==> src/rtl/mtc_pkg.sv <==
package mtc_pkg;

    typedef enum logic [3:0] {
        MD_GPIO      = 4'd0,
        MD_PULSE     = 4'd1,
        MD_TOGGLE    = 4'd2,
        MD_EVENT     = 4'd3,
        MD_WIDTH     = 4'd4,
        MD_PERIOD    = 4'd5,
        MD_CAPTURE   = 4'd6,
        MD_PWM       = 4'd7,
        MD_WD_PULSE  = 4'd9,
        MD_WD_TOGGLE = 4'd10
    } mode_e;

    localparam logic [1:0] A_CTRL = 2'd0;
    localparam logic [1:0] A_LOAD = 2'd1;
    localparam logic [1:0] A_CMP  = 2'd2;
    localparam logic [1:0] A_CAP  = 2'd3;

    localparam int B_EN   = 1;
    localparam int B_MODE = 2;
    localparam int B_GDAT = 6;
    localparam int B_GDIR = 7;
    localparam int B_FLAG = 8;
    localparam int B_PIN  = 9;

    function automatic logic drives_pin(input logic [3:0] m);
        return m == 4'd1 || m == 4'd2 || m == 4'd7 || m == 4'd9 || m == 4'd10;
    endfunction

endpackage

==> src/rtl/mtc_sync.sv <==
module mtc_sync #(
    parameter int STAGES = 2
) (
    input  logic clk,
    input  logic rst_n,
    input  logic async_in,
    output logic level,
    output logic rise,
    output logic fall
);
    localparam int W = STAGES + 1;

    logic [W-1:0] sh_d, sh_q;

    always_comb begin
        sh_d = {sh_q[W-2:0], async_in};
    end

    always_ff @(posedge clk or negedge rst_n) begin
        if (!rst_n) sh_q <= '0;
        else        sh_q <= sh_d;
    end

    assign level = sh_q[STAGES-1];
    assign rise  = sh_q[STAGES-1] & ~sh_q[STAGES];
    assign fall  = ~sh_q[STAGES-1] & sh_q[STAGES];

endmodule

==> src/rtl/mtc_core.sv <==
module mtc_core
    import mtc_pkg::*;
#(
    parameter int CNT_W = 16
) (
    input  logic             clk,
    input  logic             rst_n,
    input  logic             en,
    input  mode_e            mode,
    input  logic [CNT_W-1:0] load,
    input  logic [CNT_W-1:0] cmp,
    input  logic             lvl,
    input  logic             rise,
    input  logic             fall,
    input  logic             kick,
    input  logic [CNT_W-1:0] kick_val,
    input  logic             flag_clr,
    output logic [CNT_W-1:0] cap,
    output logic             flag,
    output logic             drv
);
    localparam logic [CNT_W-1:0] CNT_MAX = {CNT_W{1'b1}};
    localparam logic [CNT_W-1:0] ONE     = CNT_W'(1);

    typedef struct packed {
        logic [CNT_W-1:0] cnt;
        logic [CNT_W-1:0] cap;
        logic             flag;
        logic             pulse;
        logic             tog;
        logic             pwm;
    } core_t;

    core_t s_d, s_q;
    logic  match, cap_ev, tick;

    always_comb begin
        s_d    = s_q;
        match  = 1'b0;
        cap_ev = 1'b0;
        tick   = 1'b0;
        if (!en) begin
            s_d.cnt   = load;
            s_d.pulse = 1'b0;
            s_d.tog   = 1'b0;
            s_d.pwm   = 1'b1;
        end else begin
            s_d.pulse = 1'b0;
            case (mode)
                MD_GPIO, MD_PULSE, MD_TOGGLE, MD_EVENT, MD_WD_PULSE, MD_WD_TOGGLE: begin
                    tick = (mode == MD_EVENT) ? rise : 1'b1;
                    if (tick) begin
                        if (s_q.cnt == cmp) begin
                            match   = 1'b1;
                            s_d.cnt = load;
                        end else begin
                            s_d.cnt = s_q.cnt + ONE;
                        end
                    end
                    if ((mode == MD_WD_PULSE || mode == MD_WD_TOGGLE) && kick)
                        s_d.cnt = kick_val;
                end
                MD_PWM: begin
                    if (s_q.cnt == cmp) begin
                        match   = 1'b1;
                        s_d.pwm = 1'b0;
                    end
                    if (s_q.cnt == CNT_MAX) begin
                        s_d.cnt = load;
                        s_d.pwm = 1'b1;
                    end else begin
                        s_d.cnt = s_q.cnt + ONE;
                    end
                end
                MD_WIDTH: begin
                    if (fall) begin
                        cap_ev  = 1'b1;
                        s_d.cap = s_q.cnt;
                        s_d.cnt = load;
                    end else if (lvl) begin
                        s_d.cnt = s_q.cnt + ONE;
                    end
                end
                MD_PERIOD: begin
                    if (rise) begin
                        cap_ev  = 1'b1;
                        s_d.cap = s_q.cnt;
                        s_d.cnt = load + ONE;
                    end else begin
                        s_d.cnt = s_q.cnt + ONE;
                    end
                end
                MD_CAPTURE: begin
                    s_d.cnt = s_q.cnt + ONE;
                    if (rise) begin
                        cap_ev  = 1'b1;
                        s_d.cap = s_q.cnt;
                    end
                end
                default: ;
            endcase
            if (mode == MD_PULSE || mode == MD_WD_PULSE)   s_d.pulse = match;
            if (mode == MD_TOGGLE || mode == MD_WD_TOGGLE) s_d.tog   = s_q.tog ^ match;
        end
        if (match || cap_ev) s_d.flag = 1'b1;
        else if (flag_clr)   s_d.flag = 1'b0;
    end

    always_ff @(posedge clk or negedge rst_n) begin
        if (!rst_n) s_q <= '{cnt: '0, cap: '0, flag: 1'b0, pulse: 1'b0, tog: 1'b0, pwm: 1'b1};
        else        s_q <= s_d;
    end

    always_comb begin
        case (mode)
            MD_PULSE, MD_WD_PULSE:   drv = s_q.pulse;
            MD_TOGGLE, MD_WD_TOGGLE: drv = s_q.tog;
            MD_PWM:                  drv = s_q.pwm;
            default:                 drv = 1'b0;
        endcase
    end

    assign cap  = s_q.cap;
    assign flag = s_q.flag;

    // a pulse on the pin is always accompanied by a raised flag
    p_pulse_flag_r6: assert property (@(posedge clk) disable iff (!rst_n)
        ((mode == MD_PULSE || mode == MD_WD_PULSE) && s_q.pulse) |-> s_q.flag);

    // capture register only moves together with the flag
    p_cap_flag_r8: assert property (@(posedge clk) disable iff (!rst_n)
        !$stable(s_q.cap) |-> s_q.flag);

endmodule

==> src/rtl/mtc_channel.sv <==
module mtc_channel
    import mtc_pkg::*;
#(
    parameter int CNT_W = 16
) (
    input  logic             clk,
    input  logic             rst_n,
    input  logic             reg_wr,
    input  logic [1:0]       reg_addr,
    input  logic [CNT_W-1:0] reg_wdata,
    output logic [CNT_W-1:0] reg_rdata,
    input  logic             pin_in,
    output logic             pin_out,
    output logic             pin_oe,
    output logic             irq
);
    typedef struct packed {
        logic             en;
        logic [3:0]       mode;
        logic             gdat;
        logic             gdir;
        logic [CNT_W-1:0] load;
        logic [CNT_W-1:0] cmp;
    } regs_t;

    regs_t r_d, r_q;
    logic  lvl, rise, fall, drv, flag, flag_clr, kick;
    logic  [CNT_W-1:0] cap;
    mode_e mode;

    assign mode     = mode_e'(r_q.mode);
    assign flag_clr = reg_wr && reg_addr == A_CTRL && reg_wdata[B_FLAG];
    assign kick     = reg_wr && reg_addr == A_LOAD && r_q.en;

    always_comb begin
        r_d = r_q;
        if (reg_wr) begin
            case (reg_addr)
                A_CTRL: begin
                    r_d.en   = reg_wdata[B_EN];
                    r_d.gdat = reg_wdata[B_GDAT];
                    r_d.gdir = reg_wdata[B_GDIR];
                    if (!r_q.en) r_d.mode = reg_wdata[B_MODE +: 4];
                end
                A_LOAD:  r_d.load = reg_wdata;
                A_CMP:   r_d.cmp  = reg_wdata;
                default: ;
            endcase
        end
    end

    always_ff @(posedge clk or negedge rst_n) begin
        if (!rst_n) r_q <= '0;
        else        r_q <= r_d;
    end

    mtc_sync #(.STAGES(2)) sync_i (
        .clk(clk), .rst_n(rst_n), .async_in(pin_in),
        .level(lvl), .rise(rise), .fall(fall)
    );

    mtc_core #(.CNT_W(CNT_W)) core_i (
        .clk(clk), .rst_n(rst_n), .en(r_q.en), .mode(mode),
        .load(r_q.load), .cmp(r_q.cmp), .lvl(lvl), .rise(rise), .fall(fall),
        .kick(kick), .kick_val(reg_wdata), .flag_clr(flag_clr),
        .cap(cap), .flag(flag), .drv(drv)
    );

    always_comb begin
        reg_rdata = '0;
        case (reg_addr)
            A_CTRL: begin
                reg_rdata[B_EN]        = r_q.en;
                reg_rdata[B_MODE +: 4] = r_q.mode;
                reg_rdata[B_GDAT]      = r_q.gdat;
                reg_rdata[B_GDIR]      = r_q.gdir;
                reg_rdata[B_FLAG]      = flag;
                reg_rdata[B_PIN]       = lvl;
            end
            A_LOAD:  reg_rdata = r_q.load;
            A_CMP:   reg_rdata = r_q.cmp;
            default: reg_rdata = cap;
        endcase
    end

    assign pin_oe  = (r_q.mode == 4'd0) ? r_q.gdir : drives_pin(r_q.mode);
    assign pin_out = (r_q.mode == 4'd0) ? r_q.gdat : drv;
    assign irq     = flag;

    // mode is frozen across any clock where the channel was enabled
    p_mode_frozen_r3: assert property (@(posedge clk) disable iff (!rst_n)
        r_q.en |=> $stable(r_q.mode));

    // input modes never drive the pin
    p_input_no_oe_r4: assert property (@(posedge clk) disable iff (!rst_n)
        (r_q.mode >= 4'd3 && r_q.mode <= 4'd6) |-> !pin_oe);

endmodule

==> config.mk <==
export PLATFORM = sky130hd
export DESIGN_NAME = mtc_channel
export DESIGN_NICKNAME = d
export VERILOG_FILES = /design/src/rtl/mtc_pkg.sv /design/src/rtl/mtc_sync.sv /design/src/rtl/mtc_core.sv /design/src/rtl/mtc_channel.sv
export SDC_FILE = /design/constraint.sdc
export NUM_CORES = 1
export LEC_CHECK = 0
export ABC_AREA = 1
export ABC_CLOCK_PERIOD_IN_PS = 3100
export CORE_MARGIN = 4
export CORE_UTILIZATION = 35
export DETAILED_ROUTE_END_ITERATION = 8
export DONT_BUFFER_PORTS = 1
export GPL_TIMING_DRIVEN = 0
export PLACE_DENSITY_LB_ADDON = 0.15
export SLEW_MARGIN = 20
export SYNTH_ARGS = -nofsm -noshare
export SYNTH_HDL_FRONTEND = slang
export SYNTH_SLANG_ARGS = --single-unit
==> constraint.sdc <==
create_clock -name clk -period 3.1 [get_ports clk]
set_clock_uncertainty 0.15 [all_clocks]
set_input_delay 0 -clock clk [delete_from_list [all_inputs] [get_ports clk]]
set_output_delay 0 -clock clk [all_outputs]
set_load 0.1 [all_outputs]
After elaboration in Yosys (flattened, before gate mapping)
Index checks and enable logic that the tools add are counted.
{"block": "word_totals", "ram_bits": 0, "input_bits": 22, "mem_count": 0, "reg_bits": 78, "latch_bits": 0, "mem_bits_ro": 0, "word_cells": 106, "out_inout_bits": 19}
{"block": "classes", "reduce_logical": 28, "order_cmp": 0, "n_mul": 0, "n_bitwise": 6, "add_sub_neg": 2, "n_mux": 36, "div": 0, "eq_ne": 21, "shifts": 0}
{"operator": "16-bit two-way mux", "count": 10}
{"operator": "16-bit one-hot mux with 5 select lines", "count": 1}
{"operator": "16-bit by 1-bit adder with 16-bit output (second input constant)", "count": 2}
{"operator": "16-bit one-hot mux with 2 select lines", "count": 1}
{"operator": "9-bit one-hot mux with 3 select lines", "count": 1}
{"operator": "6-bit one-hot mux with 3 select lines", "count": 1}
{"operator": "1-bit two-way mux", "count": 17}
{"operator": "16-bit == test", "count": 1}
{"operator": "16-bit == test (second input constant)", "count": 1}
{"operator": "4-bit by 3-bit == test with 1-bit output (second input constant)", "count": 4}
{"operator": "4-bit by 2-bit == test with 1-bit output (second input constant)", "count": 2}
{"operator": "4-bit == test (second input constant)", "count": 2}
{"operator": "1-bit logical OR", "count": 8}
{"operator": "2-bit by 1-bit inequality test with 1-bit output (second input constant)", "count": 4}
{"operator": "2-bit AND reduction", "count": 4}
{"operator": "6-bit by 1-bit inequality test with 1-bit output (second input constant)", "count": 1}
{"operator": "1-bit one-hot mux with 3 select lines", "count": 2}
{"operator": "3-bit AND reduction", "count": 2}
{"operator": "2-bit OR reduction", "count": 3}
{"operator": "6-bit OR reduction", "count": 1}
{"operator": "1-bit logical AND", "count": 5}
{"operator": "4-bit by 1-bit == test with 1-bit output (second input constant)", "count": 1}
{"operator": "4-bit logical NOT", "count": 1}
{"operator": "4-bit by 2-bit inequality test with 1-bit output (second input constant)", "count": 1}
{"operator": "other kinds (12)", "count": 17}

Longest topological paths before layout
{"block": "logic_depth", "ltp_word": 9, "mapped_depth": 13, "ltp_nobuf": 13}

By module
Synthesis repeated with hierarchy kept, for this count alone.
{"block": "unflattened", "hier_cells": 927, "hier_area_um2": 6059.6}
{"mod": "mtc_core", "seq_area_each_um2": 902.1, "n_inst": 1, "cells_per_inst": 645, "area_per_inst_um2": 3908.7}
{"mod": "mtc_channel", "seq_area_each_um2": 975.9, "n_inst": 1, "cells_per_inst": 275, "area_per_inst_um2": 2060.7}
{"mod": "mtc_sync", "seq_area_each_um2": 75.1, "n_inst": 1, "cells_per_inst": 7, "area_per_inst_um2": 90.1}

Worst setup path before layout
Ideal clock, no wire load.
{"block": "synth_timing", "kind": "register -> output", "startpoint": "register r_q[16] (netlist name)", "endpoint": "output port reg_rdata[0]", "path_slack_ns": 0.889, "path_buffers": 0, "stages_incl_launch_ff": 3, "arrival_time_ns": 2.061, "t_required_ns": 2.950, "cell_sequence": "dfrtp_1 > inv_1 > o221ai_1"}
{"block": "synth_via", "elab_chain_len": 1}
{"item": "from (decl)", "line_no": "mtc_channel.sv:26", "source": "regs_t r_d, r_q;"}
{"item": "from (signal assigned)", "line_no": "mtc_channel.sv:54", "source": "else r_q <= r_d;"}
{"item": "1-bit one-hot mux with 3 select lines", "line_no": "mtc_channel.sv:71", "source": "case (reg_addr)"}
{"item": "to (decl)", "line_no": "mtc_channel.sv:11", "source": "output logic [CNT_W-1:0] reg_rdata,"}
Every way passes these cells.

Worst setup path after layout
{"block": "layout_timing", "startpoint": "register core_i.s_q[20] (netlist name)", "endpoint": "register core_i.s_q[33] (netlist name)"}
{"block": "layout_via", "elab_chain_len": 6, "elab_cells_between_ends": 12, "cone_classes": "add/sub (1); eq/ne (2); mux (9)"}
{"item": "from (decl)", "line_no": "mtc_core.sv:34", "source": "core_t s_d, s_q;"}
{"item": "from (signal assigned)", "line_no": "mtc_core.sv:110", "source": "if (!rst_n) s_q <= '{cnt: '0, cap: '0, flag: 1'b0, pulse: 1'b0, tog: 1'b0, pwm: 1'b1};"}
{"item": "16-bit by 1-bit adder with 16-bit output / 16-bit == test (equally long branches)"}
{"item": "16-bit two-way mux", "line_no": "mtc_core.sv:53", "source": "if (s_q.cnt == cmp) begin"}
{"item": "16-bit two-way mux", "line_no": "mtc_core.sv:52", "source": "if (tick) begin"}
{"item": "16-bit two-way mux", "line_no": "mtc_core.sv:60", "source": "if ((mode == MD_WD_PULSE || mode == MD_WD_TOGGLE) && kick)"}
{"item": "16-bit one-hot mux with 5 select lines *", "line_no": "mtc_core.sv:49", "source": "case (mode)"}
{"item": "16-bit two-way mux *", "line_no": "mtc_core.sv:42", "source": "if (!en) begin"}
Mark *: on every way between the ends. The rest lies on a longest branch, timed or not. The select of a mux whose other input is x is not followed.
A chain may end at the register's enable or synchronous reset.

==> impl_summary.md <==
Outcome
The flow ran to the end, and the final reports show no timing, DRC or antenna violations.

Clock network
The maximum count of clock buffers along a single path is 2. The count of instances resized after the clock tree is built is 0. CTS saw 78 sinks. In this run, CTS created clock tree buffers numbering 9. The count of buffers added by post-CTS timing repair for setup is 0. The clock latency of the later-clocked register in the worst-skew pair is roughly 360 ps. The number of levels the H-tree was split into is 3.

The CTS clock-pin slew for the worst setup and hold paths is 60 ps. The CTS root buffer is sky130_fd_sc_hd__clkbuf_16. For this design, the CTS-stage hold fixing added 23 buffers. TritonCTS built the clock tree.

Final layout
The layout overhead on the synthesized area is 18.77%. At the end of the flow, the number of nets in the layout was just over 900. Summing all non-filler instances in the final layout gives an area of 6484 sq um. The number of antenna diodes in the final layout is 0.

The fraction of final layout cells with drive strength greater than 1 is 10.00%.

Power and ir drop
The power per standard cell area is 703.6 nW/um^2. Across the VDD grid, the largest voltage drop is 0.3016 mV. The static power due to leakage is about 3.2 nW.

Synthesis
The number of different library cells used by synthesis comes to 33. The top cell type by area accounts for 35.30% of the synthesized area. Of all cell types, the one taking the most synthesized area is sky130_fd_sc_hd__dfrtp_1. The proportion of register bits with asynchronous set or reset after synthesis is between 90% and 100%. The proportion of synthesized chip area in sequential cells is 35.78%.

In the synthesized netlist, the cells that appear most often are sky130_fd_sc_hd__nand2_1 (285), sky130_fd_sc_hd__inv_1 (107), sky130_fd_sc_hd__nand3_1 (89). The cell area that synthesis handed to floorplanning was ~5500 sq um. Counting flops and latches in the post-synthesis netlist gives 78. Among all cell types in the netlist, the one instantiated most often is sky130_fd_sc_hd__nand2_1. The number of synthesis warnings is 0.

In this run, synthesis inferred 0 flip-flops with an integrated enable. Among all flip-flop cells after synthesis, the most frequent one is sky130_fd_sc_hd__dfrtp_1. Synthesis produced a netlist with a net count of 874.

The mean instance size in the synthesized netlist is ~6.4 sq um. By area the synthesized netlist is led by sky130_fd_sc_hd__dfrtp_1 (35%), sky130_fd_sc_hd__nand2_1 (20%), sky130_fd_sc_hd__nand3_1 (8.2%). The synthesized instance count is 850.

Drt
Dividing the detail-routed wire length by the instance count gives 18.51 microns. The highest metal layer carrying signal wires in the routed design is met4. The average vias per placed instance is 5.168. Summing over every cut layer, the via total after detailed routing is 5690.

The detailed-route DRC error count is 0. The routed design uses 8.949 mm of met2 wire. The number of nets with antenna violations after detailed routing is 0. The routed length on met3 is around 1.5 mm. Before antenna repair, the detailed router went through 5 iterations. The detailed router put a total of between 9 and 10 mm of wire on met1. The routed wire length is 20.38 mm. The detailed router's first-iteration violation count is 627.

Die
The number of rows created at floorplan is 45. The total area inside the core boundary comes to 15260 sq um. The area of the die is 17660 sq um. The total I/O pin count is 41.

For this configuration, the core starts out at a cell density of 35.78%. The die is 132.9 microns wide. The vertical extent of the die is around 130 microns.

GRT
The maximum number of pins on one net before global-route repair is between 70 and 80. Global routing used around a quarter of the available tracks. The global-route wire length before repair is roughly 32 mm. The via count of the first global-routing pass is ~5400.

The initial antenna violation count is 0. The aggregate global routing overflow is 0.

Critical path
The category of the most critical setup path is flip-flop to flip-flop. The peak fanout along the critical path is 9. For the worst setup path, the data required time is 3200 ps. The worst setup path is launched from a flip-flop.

STA classifies the critical path endpoint as a flip-flop. The endpoint arrival time on the critical path is 2670 ps.

Timing
The smallest clock period supported by the final layout is computed as 2579 ps. The setup violation total in the final timing report is 0. The count of final max-slew check failures came to 0. The share of the cycle needed by the critical path after routing is 83.18%. Across all setup checks in the final design, the least slack found is 521.3 ps. The setup TNS after final layout is 0 ps.

The count of final hold-check violations is 0. The transition at the pin with the smallest max-transition slack is 1102 ps. The worst slew slack as a fraction of its limit is 26.35%.

Setup repair after global routing left no endpoint under its margin. Derived from the worst setup path, the maximum achievable clock frequency is 387.8 MHz.

Place
The sum of net half-perimeters after detailed placement is 15.72 mm. The number of buffers inserted by port buffering is 0. The placed instances occupy a cell area of 5944 sq um. Before CTS, the worst setup slack after placement is 547.7 ps. The congestion estimate from routability-driven global placement came to 0.9184.

Job
The number of violations of the max-capacitance limit is 0.

Hold path
The path category of the worst min-delay check is input pin to flip-flop.
## layout by cell type, fill, tap and decap left out, types with 3 or more instances in the layout
cell                            synthesis  routed
sky130_fd_sc_hd__nand2_1              285     285
sky130_fd_sc_hd__inv_1                107     107
sky130_fd_sc_hd__nand3_1               89      89
sky130_fd_sc_hd__dfrtp_1               77      77
sky130_fd_sc_hd__o21ai_0               76      76
sky130_fd_sc_hd__nor2_1                46      46
sky130_fd_sc_hd__inv_2                 27      27
sky130_fd_sc_hd__a21oi_1               23      23
sky130_fd_sc_hd__dlygate4sd3_1          0      22
sky130_fd_sc_hd__o22ai_1               21      21
sky130_fd_sc_hd__clkbuf_1              14      14
sky130_fd_sc_hd__xor2_1                11      11
sky130_fd_sc_hd__nor2_2                 9       9
sky130_fd_sc_hd__nand4_1                9       9
sky130_fd_sc_hd__clkbuf_16              0       9
sky130_fd_sc_hd__o221ai_4               0       7
sky130_fd_sc_hd__o21ai_1                7       7
sky130_fd_sc_hd__nor3_1                 6       6
sky130_fd_sc_hd__nand2_2                5       5
sky130_fd_sc_hd__buf_2                  5       5
sky130_fd_sc_hd__o2111ai_4              0       4
sky130_fd_sc_hd__buf_4                  3       3
sky130_fd_sc_hd__clkinv_2               0       3
## power breakdown
group	internal, mW	leakage [nW]	switching, mW
sequential	1.24	0.988	0.338
clock	0.623	0.146	0.465
combinational	0.523	2.04	1.37
total	2.39	3.18	2.17
## per-stage QoR
stage / utilization [%] / power [mW] / hold WS, ps / std cells
finish: 42.49 / 4.562 / 12.36 / 1101
CTS: 42.49 / 4.567 / 2.919 / 1101
detailed placement: 38.96 / 3.410 / -441.9 / 1062
global route: 42.49 / 4.859 / 43.03 / 1101
floorplan: - / 2.886 / -445.6 / 850
global placement: 37.51 / 3.318 / -441.5 / 1061
## cell families (layout without fill, tap and decap cells)
kind of cell    Yosys count  in the layout  share of synthesized area [%]
simple gates            457            457                          35.94
buf+inv                 161            201                          11.67
compound gates          141            141                          14.39
flops                    78             78                          35.78
xor+xnor                 11             11                          1.765
fa+ha+maj                 2              2                         0.4583
## worst max-delay path, stage by stage (launching register included)
cell,delay [ps]
sky130_fd_sc_hd__dfrtp_1,550
sky130_fd_sc_hd__ha_1,230
sky130_fd_sc_hd__nand2_1,120
sky130_fd_sc_hd__nor2_2,150
sky130_fd_sc_hd__nand2_1,170
sky130_fd_sc_hd__nor2_2,190
sky130_fd_sc_hd__nand3_1,100
sky130_fd_sc_hd__nand2_1,140
sky130_fd_sc_hd__nand3_2,250
sky130_fd_sc_hd__inv_2,190
sky130_fd_sc_hd__o21ai_0,100
sky130_fd_sc_hd__nand3_1,90
sky130_fd_sc_hd__nand2_1,50
## final timing paths
check                                           start                         end  slack (ps)  cells past startpoint
max in group asynchronous                       rst_n   core_i.s_q[0]$_DFFE_PN1P_        2360                      2
min in group asynchronous                       rst_n    sync_i.sh_q[1]$_DFF_PN0_          60                      2
setup reg to reg           core_i.s_q[20]$_DFFE_PN0P_  core_i.s_q[33]$_DFFE_PN0P_         520                     12
hold / removal                            reg_addr[0]         r_q[15]$_DFFE_PN0P_          10                      4
setup / recovery           core_i.s_q[20]$_DFFE_PN0P_  core_i.s_q[33]$_DFFE_PN0P_         520                     12
hold reg to reg              sync_i.sh_q[0]$_DFF_PN0_    sync_i.sh_q[1]$_DFF_PN0_         200                      0
## sequential cells by signal, summed over array words and instances (netlist names)
signal / count
sync_i.sh_q: 3
r_q: 35
core_i.cap: 16
mode: 4
core_i.flag: 1
core_i.s_q: 19
## routing by layer
layer  track usage (%)  vias to the layer above
met3             3.346                       19
met1             35.07                     2675
met2             36.31                      196
met4             6.524                        0
met5                 0                        -
li1                  -                     2800
## layout make-up
class / count / area [sq um]
fill: 1618 / 8775
multi-input combinational: 611 / 3062
sequential: 78 / 1953
inverter: 135 / 506.7
timing repair buffer: 24 / 275.3
tap: 211 / 264.0
clock buffer: 10 / 229.0
buffer: 26 / 131.4
clock inverter: 6 / 62.56
(Power assumes the default switching activity.)
